## config.mk

```make
export PLATFORM = sky130hd
export DESIGN_NAME = sdl_dat_status
export DESIGN_NICKNAME = d
export VERILOG_FILES = /design/src/rtl/sdl_pkg.sv /design/src/rtl/sdl_quiet_timer.sv /design/src/rtl/sdl_xfer_track.sv /design/src/rtl/sdl_tc_gen.sv /design/src/rtl/sdl_dat_status.sv
export SDC_FILE = /design/constraint.sdc
export NUM_CORES = 1
export LEC_CHECK = 0
export ABC_AREA = 1
export BUFFER_PORTS_ARGS = -buffer_cell sky130_fd_sc_hd__buf_2
export CAP_MARGIN = 20
export CELL_PAD_IN_SITES_DETAIL_PLACEMENT = 1
export CELL_PAD_IN_SITES_GLOBAL_PLACEMENT = 2
export CORE_MARGIN = 2
export CORE_UTILIZATION = 24
export DETAILED_ROUTE_END_ITERATION = 12
export GPL_ROUTABILITY_DRIVEN = 0
export HOLD_SLACK_MARGIN = 0.12
export PLACE_DENSITY_LB_ADDON = 0.3
export REMOVE_ABC_BUFFERS = 1
export SYNTH_ARGS = -nofsm -noshare
export SYNTH_HDL_FRONTEND = slang
export SYNTH_SLANG_ARGS = --single-unit
```

## constraint.sdc

```tcl
create_clock -name clk -period 1.1 [get_ports clk]
set_input_delay 0.055 -clock clk [delete_from_list [all_inputs] [get_ports clk]]
set_output_delay 0.055 -clock clk [all_outputs]
set_load 0.01 [all_outputs]
```

## src/rtl/sdl_pkg.sv

```systemverilog
// Package: shared types for the data-line activity tracker.
// Assumes all event fields are single-cycle strobes in the clk domain.
package sdl_pkg;

    // Direction of the most recent data transfer, used by continue requests.
    typedef enum logic {
        DIR_RD = 1'b0,
        DIR_WR = 1'b1
    } xfer_dir_e;

    // Bundle of transfer events delivered to the tracker.
    typedef struct packed {
        logic rd_cmd_end;
        logic wr_cmd_end;
        logic cont_req;
        logic gap_stop;
        logic host_read_done;
        logic last_blk_end;
        logic rdwait_enter;
        logic crc_last;
        logic busy_cmd_issue;
    } sdl_evt_t;

    // Counter width for a quiet window of n cycles (at least one bit).
    function automatic int unsigned cnt_width(int unsigned n);
        return (n < 2) ? 1 : $clog2(n);
    endfunction

endpackage

```

## src/rtl/sdl_quiet_timer.sv

```systemverilog
// Module: counts consecutive non-busy cycles while a release is armed.
// quiet_done pulses in the cycle that completes QUIET non-busy cycles.
// A busy cycle, a new arming event or disarming restarts the count from zero.
// Assumes QUIET >= 2.
module sdl_quiet_timer #(
    parameter int unsigned QUIET = 8
) (
    input  logic clk,
    input  logic rst_n,
    input  logic armed,
    input  logic restart,
    input  logic card_busy,
    output logic quiet_done
);
    localparam int unsigned CW = sdl_pkg::cnt_width(QUIET);
    localparam logic [CW-1:0] LAST = CW'(QUIET - 1);

    logic [CW-1:0] cnt_q;

    // Completion: last quiet cycle of an armed, undisturbed window.
    always_comb quiet_done = armed && !card_busy && !restart && (cnt_q == LAST);

    // Counter: advance on quiet armed cycles, otherwise return to zero.
    always_ff @(posedge clk) begin
        if (!rst_n) begin
            cnt_q <= '0;
        end else if (!armed || card_busy || restart || quiet_done) begin
            cnt_q <= '0;
        end else begin
            cnt_q <= cnt_q + 1'b1;
        end
    end

endmodule

```

## src/rtl/sdl_xfer_track.sv

```systemverilog
// Module: read/write/line activity state and pending busy releases.
// Remembers the last command direction for continue requests, and arms a
// quiet-period release for write line freeing and for busy commands.
// Priority: soft reset, then start events, then stop events.
module sdl_xfer_track
    import sdl_pkg::*;
(
    input  logic     clk,
    input  logic     rst_n,
    input  sdl_evt_t evt,
    input  logic     soft_rst,
    input  logic     quiet_done,
    output logic     rd_active,
    output logic     wr_active,
    output logic     line_active,
    output logic     busy_pend,
    output logic     armed,
    output logic     arm_evt
);
    xfer_dir_e dir_q;
    logic      rel_pend_q;
    logic      start_rd, start_wr, rd_stop, wr_stop, rd_line_off, wr_arm;

    // Event decode: starts, stops and arming conditions.
    always_comb begin
        start_rd    = evt.rd_cmd_end || (evt.cont_req && dir_q == DIR_RD);
        start_wr    = evt.wr_cmd_end || (evt.cont_req && dir_q == DIR_WR);
        rd_stop     = evt.host_read_done || evt.gap_stop;
        wr_stop     = evt.crc_last || evt.gap_stop;
        rd_line_off = (dir_q == DIR_RD) &&
                      (evt.last_blk_end || evt.rdwait_enter || evt.gap_stop);
        wr_arm      = evt.crc_last || (evt.gap_stop && dir_q == DIR_WR && line_active);
        arm_evt     = wr_arm || evt.busy_cmd_issue;
        armed       = rel_pend_q || busy_pend;
    end

    // Direction memory: follows the latest read or write command.
    always_ff @(posedge clk) begin
        if (!rst_n)                 dir_q <= DIR_RD;
        else if (evt.wr_cmd_end)    dir_q <= DIR_WR;
        else if (evt.rd_cmd_end)    dir_q <= DIR_RD;
    end

    // Read transfer active bit.
    always_ff @(posedge clk) begin
        if (!rst_n || soft_rst) rd_active <= 1'b0;
        else if (start_rd)      rd_active <= 1'b1;
        else if (rd_stop)       rd_active <= 1'b0;
    end

    // Write transfer active bit.
    always_ff @(posedge clk) begin
        if (!rst_n || soft_rst) wr_active <= 1'b0;
        else if (start_wr)      wr_active <= 1'b1;
        else if (wr_stop)       wr_active <= 1'b0;
    end

    // Pending write line release, waiting for the quiet window.
    always_ff @(posedge clk) begin
        if (!rst_n || soft_rst)       rel_pend_q <= 1'b0;
        else if (start_rd || start_wr) rel_pend_q <= 1'b0;
        else if (wr_arm)              rel_pend_q <= 1'b1;
        else if (quiet_done)          rel_pend_q <= 1'b0;
    end

    // Pending busy command, released by the quiet window.
    always_ff @(posedge clk) begin
        if (!rst_n || soft_rst)      busy_pend <= 1'b0;
        else if (evt.busy_cmd_issue) busy_pend <= 1'b1;
        else if (quiet_done)         busy_pend <= 1'b0;
    end

    // Data line active bit.
    always_ff @(posedge clk) begin
        if (!rst_n || soft_rst)              line_active <= 1'b0;
        else if (start_rd || start_wr)       line_active <= 1'b1;
        else if (rd_line_off)                line_active <= 1'b0;
        else if (quiet_done && rel_pend_q)   line_active <= 1'b0;
    end

endmodule

```

## src/rtl/sdl_tc_gen.sv

```systemverilog
// Module: sticky transfer-complete flag raised one edge after inhibit falls.
// A fall caused by a soft reset is ignored. Set has priority over clear.
module sdl_tc_gen (
    input  logic clk,
    input  logic rst_n,
    input  logic inhibit,
    input  logic soft_rst,
    input  logic tc_clear,
    output logic tc_flag
);
    logic inh_q, srst_q, fall_seen;

    // Fall detect on the registered inhibit, masked after a soft reset.
    always_comb fall_seen = inh_q && !inhibit && !srst_q;

    // History: previous inhibit and soft reset strobe.
    always_ff @(posedge clk) begin
        if (!rst_n) begin
            inh_q  <= 1'b0;
            srst_q <= 1'b0;
        end else begin
            inh_q  <= inhibit;
            srst_q <= soft_rst;
        end
    end

    // Flag: set on a fall, cleared by the write-one-to-clear strobe.
    always_ff @(posedge clk) begin
        if (!rst_n)         tc_flag <= 1'b0;
        else if (fall_seen) tc_flag <= 1'b1;
        else if (tc_clear)  tc_flag <= 1'b0;
    end

endmodule

```

## src/rtl/sdl_dat_status.sv

```systemverilog
// Top: SD host data-line activity status and transfer-complete flag.
// Inputs are clk-synchronous strobes except the card_busy level.
// QUIET_CYCLES sets the non-busy window before a busy release.
module sdl_dat_status #(
    parameter int unsigned QUIET_CYCLES = 8
) (
    input  logic clk,
    input  logic rst_n,
    input  logic rd_cmd_end,
    input  logic wr_cmd_end,
    input  logic cont_req,
    input  logic gap_stop,
    input  logic host_read_done,
    input  logic last_blk_end,
    input  logic rdwait_enter,
    input  logic crc_last,
    input  logic busy_cmd_issue,
    input  logic card_busy,
    input  logic dl_soft_rst,
    input  logic tc_clear,
    output logic rd_active,
    output logic wr_active,
    output logic line_active,
    output logic dat_inhibit,
    output logic tc_flag
);
    import sdl_pkg::*;

    sdl_evt_t evt;
    logic     busy_pend, armed, arm_evt, quiet_done;

    // Pack the event strobes for the tracker.
    always_comb begin
        evt.rd_cmd_end     = rd_cmd_end;
        evt.wr_cmd_end     = wr_cmd_end;
        evt.cont_req       = cont_req;
        evt.gap_stop       = gap_stop;
        evt.host_read_done = host_read_done;
        evt.last_blk_end   = last_blk_end;
        evt.rdwait_enter   = rdwait_enter;
        evt.crc_last       = crc_last;
        evt.busy_cmd_issue = busy_cmd_issue;
    end

    sdl_xfer_track u_track (
        .clk         (clk),
        .rst_n       (rst_n),
        .evt         (evt),
        .soft_rst    (dl_soft_rst),
        .quiet_done  (quiet_done),
        .rd_active   (rd_active),
        .wr_active   (wr_active),
        .line_active (line_active),
        .busy_pend   (busy_pend),
        .armed       (armed),
        .arm_evt     (arm_evt)
    );

    sdl_quiet_timer #(.QUIET(QUIET_CYCLES)) u_quiet (
        .clk        (clk),
        .rst_n      (rst_n),
        .armed      (armed),
        .restart    (arm_evt),
        .card_busy  (card_busy),
        .quiet_done (quiet_done)
    );

    // Inhibit: any condition that keeps the data lines owned.
    always_comb dat_inhibit = line_active || rd_active || busy_pend;

    sdl_tc_gen u_tc (
        .clk      (clk),
        .rst_n    (rst_n),
        .inhibit  (dat_inhibit),
        .soft_rst (dl_soft_rst),
        .tc_clear (tc_clear),
        .tc_flag  (tc_flag)
    );

endmodule

```

### Word-level counts from Yosys, hierarchy flattened

Cells that the tools add are included.

| word-level totals | value |
|---|---|
| input bits | 14 |
| output and inout bits | 5 |
| logic and storage cells | 70 |
| latch bits | 0 |
| memory bits (read-only) | 0 |
| RAM bits | 0 |
| bits in registers | 12 |
| memories kept | 0 |

| operators by class | value |
|---|---|
| magnitude comparators | 0 |
| multiplexer cells | 14 |
| bitwise gates (word level) | 2 |
| shifts and indexed selects | 0 |
| divide/modulo/power cells | 0 |
| add/subtract/negate cells | 1 |
| eq/ne operators | 1 |
| multipliers | 0 |
| reductions and logical operators | 42 |

Operator list:

| operator | number |
|---|---|
| $logic_or A1 B1 Y1 | 16 |
| $mux W1 | 14 |
| $reduce_bool A2 Y1 | 6 |
| $logic_and A1 B1 Y1 | 11 |
| $logic_not A1 Y1 | 6 |
| $reduce_or A2 Y1 | 2 |
| $add A3 B1 Y3 const B | 1 |
| $eq A3 B3 Y1 const B | 1 |
| $reduce_bool A3 Y1 | 1 |
| $not A1 Y1 | 2 |

### Longest topological paths before layout

| logic depth | value |
|---|---|
| depth in word-level cells | 11 |
| mapped depth | 7 |
| gate-level depth less buffers | 7 |

### Hierarchy

Synthesis repeated with hierarchy kept, for this count alone.

| unflattened totals | value |
|---|---|
| cell total of the unflattened synthesis | 71 |
| area, all modules | 564.3 sq um |

Modules (own cells, without submodules):

| module | area an instance (sq um) | instances | sequential area each (sq um) | cells each |
|---|---|---|---|---|
| sdl_xfer_track | 279.0 | 1 | 120.1 | 38 |
| sdl_quiet_timer | 161.4 | 1 | 60.1 | 16 |
| sdl_tc_gen | 112.6 | 1 | 60.1 | 14 |
| sdl_dat_status | 11.3 | 1 | 0.0 | 3 |

### Worst setup path after synthesis

OpenSTA, ideal clock, no wires.

| timing path | value |
|---|---|
| path type | flip-flop to flip-flop |
| from | reg u_quiet.cnt_q[0] |
| to | reg u_quiet.cnt_q[0] |
| path slack | 0.091 ns |
| cell stages (with the launch flop) | 6 |
| setup time | 0.064 ns |
| clock period less this slack | 1.009 ns |
| arrival time | 0.944 ns |
| path buffers | 0 |
| required time | 1.036 ns |
| path through | dfxtp_1 > ha_1 > ha_1 > nor2_1 > nand2_1 > nor2_1 |

| on the way | value |
|---|---|
| cells in the longest elaborated chain, start to end | 4 |
| elaborated cells on any way between the ends | 5 |
| classes of those cells | add/sub: 1; eq/ne: 1; reduce/logical: 3 |

RTL lines:

| item | RTL line | source |
|---|---|---|
| start: declaration | sdl_quiet_timer.sv:18 | `logic [CW-1:0] cnt_q;` |
| start signal: assignment | sdl_quiet_timer.sv:30 | `cnt_q <= cnt_q + 1'b1;` |
| $eq A3 B3 Y1 | sdl_quiet_timer.sv:21 | `always_comb quiet_done = armed && !card_busy && !restart && (cnt_q == LAST);` |
| $logic_and A1 B1 Y1 | sdl_quiet_timer.sv:21 |  |
| $logic_or A1 B1 Y1 | sdl_quiet_timer.sv:27 | `end else if (!armed \|\| card_busy \|\| restart \|\| quiet_done) begin` |
| $reduce_or A2 Y1 (no line) | -- |  |

Several ways; a longest one is shown, not always the timed one.
A chain may end at the register's enable or synchronous reset.

### Final worst setup path

| timing path | value |
|---|---|
| from | reg u_track.line_active |
| to | out dat_inhibit |

| on the way | value |
|---|---|
| cells in the longest elaborated chain, start to end | 2 |

RTL lines:

| item | RTL line | source |
|---|---|---|
| start: declaration | sdl_xfer_track.sv:15 | `output logic line_active,` |
| start signal: assignment | sdl_xfer_track.sv:75 | `if (!rst_n \|\| soft_rst) line_active <= 1'b0;` |
| start signal: assignment | sdl_xfer_track.sv:76 | `else if (start_rd \|\| start_wr) line_active <= 1'b1;` |
| start signal: assignment | sdl_xfer_track.sv:77 | `else if (rd_line_off) line_active <= 1'b0;` |
| $logic_or A1 B1 Y1 (2 in series) | sdl_dat_status.sv:69 | `always_comb dat_inhibit = line_active \|\| rd_active \|\| busy_pend;` |
| end: declaration | sdl_dat_status.sv:24 | `output logic dat_inhibit,` |

Every way passes these cells.

==> metrics.txt <==
final wirelength 1291 um; DRC viols 0; commonest non-fill, non-tap cell in the layout buf_2; row cnt 16; router iterations before antenna repair 4; DIE HEIGHT 50.01 um; Mapped Cells 66; cts bufs inserted 3; post-synthesis register bit count 12; CP top delay family flip-flops; RR Startpoint u_quiet.cnt_q[0]$_SDFF_PP0_; Core Region 0.001982 mm^2; DRT antenna net count 0; Area contributors post-synth dfxtp_1, nor2_1, inv_1; VDD IR max 634.8 uV; # setup viols final 0; minimum clock period 1074 ps; end of the worst hold path u_track.line_active$_SDFFE_PP0P_; largest net degree at the start of global routing 8; final hold violation count 0; hold_sp rdwait_enter; worst-margin pin slew 183.9 ps; vias 520; Placement Setup Slack 22.38 ps; Hold Path Class input port to flip-flop; Distinct cells, synth 16; PwrDens 1129 mW/mm^2; Comb power frac 0.150; Ys Warns 0; Setup Skew 1.142 ps; Initial Utilization 0.2563; post-synthesis cell area 508.0 um^2; P_sw 0.0002160 W; GRT overflow 0; Synth top area share 0.4729; register area share after synthesis 0.4729; Area Growth Syn to Fin 64.78%; Die X 50.01 um; fin util 0.4223; Crit-path slowest cell dfxtp_2; CP Capture Type output pin; Vias/cell 4.127; I/O Pins 19; dominant cell type by area after synthesis dfxtp_1; WS Path Type flip-flop to output pin; post-DR wirelength/cell 10.25 um; Worst path depth 3; clk slew on worst S/H paths 70 ps; IO Port Bufs 18; Flop pwr share 0.492; Clk pwr share 0.357; worst-path fanout max 4; Int Pwr 0.0007288 W; max-slew violations 0; Crit path largest cell delay 350 ps; R2R cell count 5; period utilization 0.9761; Buffers & Inverters on Critical Path 2; Clock Tree Buf Depth 2; worst path arrival time 1020 ps; max cap viols 0; global-route wire length before repair 2242 um; die area 0.002501 mm^2; CTS tree built; GRT Resource Usage Total 0.1200; number of global-route vias before repair 553; hold slack final 143.8 ps; Hold Path Depth 6; H-tree depth 1; synthesized area per cell 7.697 um^2; f_max 931.4 MHz; CTS Sinks 12; Worst EP required 1040 ps; worst setup margin 26.29 ps; DPL Wire Length 982.7 um; Slew headroom 0.8770; CTS root buffer clkbuf_4; sw frac 0.2286; total power draw 0.0009448 W; Worst-Skew Late Latency 260 ps; status finished clean; post-route cell area 837.1 um^2; Placed Area 639.4 um^2; Critical Path Start Type flip-flop; commonest non-fill, non-tap cells in the layout buf_2, dlygate4sd3_1, dfxtp_1, inv_1, nor2_1; antenna violations before repair 0; slack of the worst reg-to-reg path 90 ps; Worst R2R End u_track.busy_pend$_SDFFE_PP0P_; CP Cell Sequence nor3_4 -> inv_1 -> buf_2; fraction of layout cells with a size suffix above 1 0.4444; Pleak 0.3797 nW; 1st-iter DRT viols 1; Final nets 116; RSZ-0062 raised after global routing true; Ant. Diodes 0
==> synthesized netlist by cell type (all sizes together) <==
library cell  count
dfxtp            12
a21oi             8
nor3              1
a21boi            1
or2               1
o21ai             1
nand2            10
nand3b            2
nor2             13
inv              12
nand3             3
ha                2
==> routing by layer <==
| layer | track usage | share of wire | up-vias |
|---|---|---|---|
| li1 | - | - | 271 |
| met1 | 0.1299 | 0.43 | 235 |
| met5 | 0 | 0 | - |
| met2 | 0.2149 | 0.52 | 12 |
| met4 | 0.05556 | 0.0070 | 0 |
| met3 | 0.03030 | 0.043 | 2 |
==> state kept, by name (all words and copies together), names as in the netlist <==
register,flops
u_quiet.cnt_q,3
u_tc.inh_q,1
u_tc.srst_q,1
u_tc.tc_flag,1
u_track.busy_pend,1
u_track.dir_q,1
u_track.line_active,1
u_track.rd_active,1
u_track.rel_pend_q,1
u_track.wr_active,1
==> kinds of logic (layout without fill, tap and decap cells) <==
group                    Yosys count  after routing  synth area share
adder cells (fa/ha/maj)            2              2           0.04925
AO/OA/AOI/OAI                     10             10            0.1182
AND/OR/NAND/NOR                   30             30            0.2709
flip-flops                        12             12            0.4729
buffers and inverters             12             45           0.08868
==> how the worst max path moves through the flow <==
stage / slack, ps / end / from
6_report: 30 / dat_inhibit / u_track.line_active$_SDFFE_PP0P_
5_1_grt: -60 / dat_inhibit / u_track.busy_pend$_SDFFE_PP0P_
4_1_cts: -1 / dat_inhibit / u_track.line_active$_SDFFE_PP0P_
3_5_place_dp: 20 / u_quiet.cnt_q[0]$_SDFF_PP0_ / u_quiet.cnt_q[0]$_SDFF_PP0_
3_3_place_gp: 50 / u_quiet.cnt_q[0]$_SDFF_PP0_ / u_quiet.cnt_q[0]$_SDFF_PP0_
2_1_floorplan: 90 / u_quiet.cnt_q[0]$_SDFF_PP0_ / u_quiet.cnt_q[0]$_SDFF_PP0_
==> through the flow <==
step | std cells | TNS [ps]
floorplan | 66 | 0
global placement | 112 | 0
detailed placement | 112 | 0
CTS | 125 | -1.431
global route | 126 | -67.78
finish | 126 | 0
==> layout make-up <==
| class | instances | area [um^2] |
|---|---|---|
| inverter | 12 | 47.55 |
| clock buffer | 4 | 36.28 |
| multi-input combinational | 42 | 274.0 |
| fill | 249 | 1145 |
| sequential | 12 | 245.2 |
| timing repair buffer | 29 | 200.2 |
| tap | 27 | 33.78 |
==> tightest hold or removal path, delay by kind of cell <==
family | cells | cell delay [ps]
AOI/OAI and AO/OA | 2 | 110
buffers and inverters | 1 | 70
and+or+nand+nor | 3 | 130
==> power by group through the flow <==
stage / logic [W] / registers [W] / clock network, W
final: 0.000142 / 0.000465 / 0.000338
after floorplan: 0.0000499 / 0.000474 / 0
after detailed placement: 0.000104 / 0.000473 / 0
after CTS: 0.000132 / 0.000467 / 0.000354
after global routing: 0.000160 / 0.000468 / 0.000380
after global placement: 0.000101 / 0.000472 / 0
==> timing repair <==
action                                  4_1_cts  5_1_grt
endpoints found under the setup margin        1        7
hold buffers                                  9        1
gates resized for setup                       4       15
hold endpoints to repair                      8        1
buffers inserted                              0        1
pin swaps                                     1        4
No activity file was read; power rests on OpenSTA's default activity.
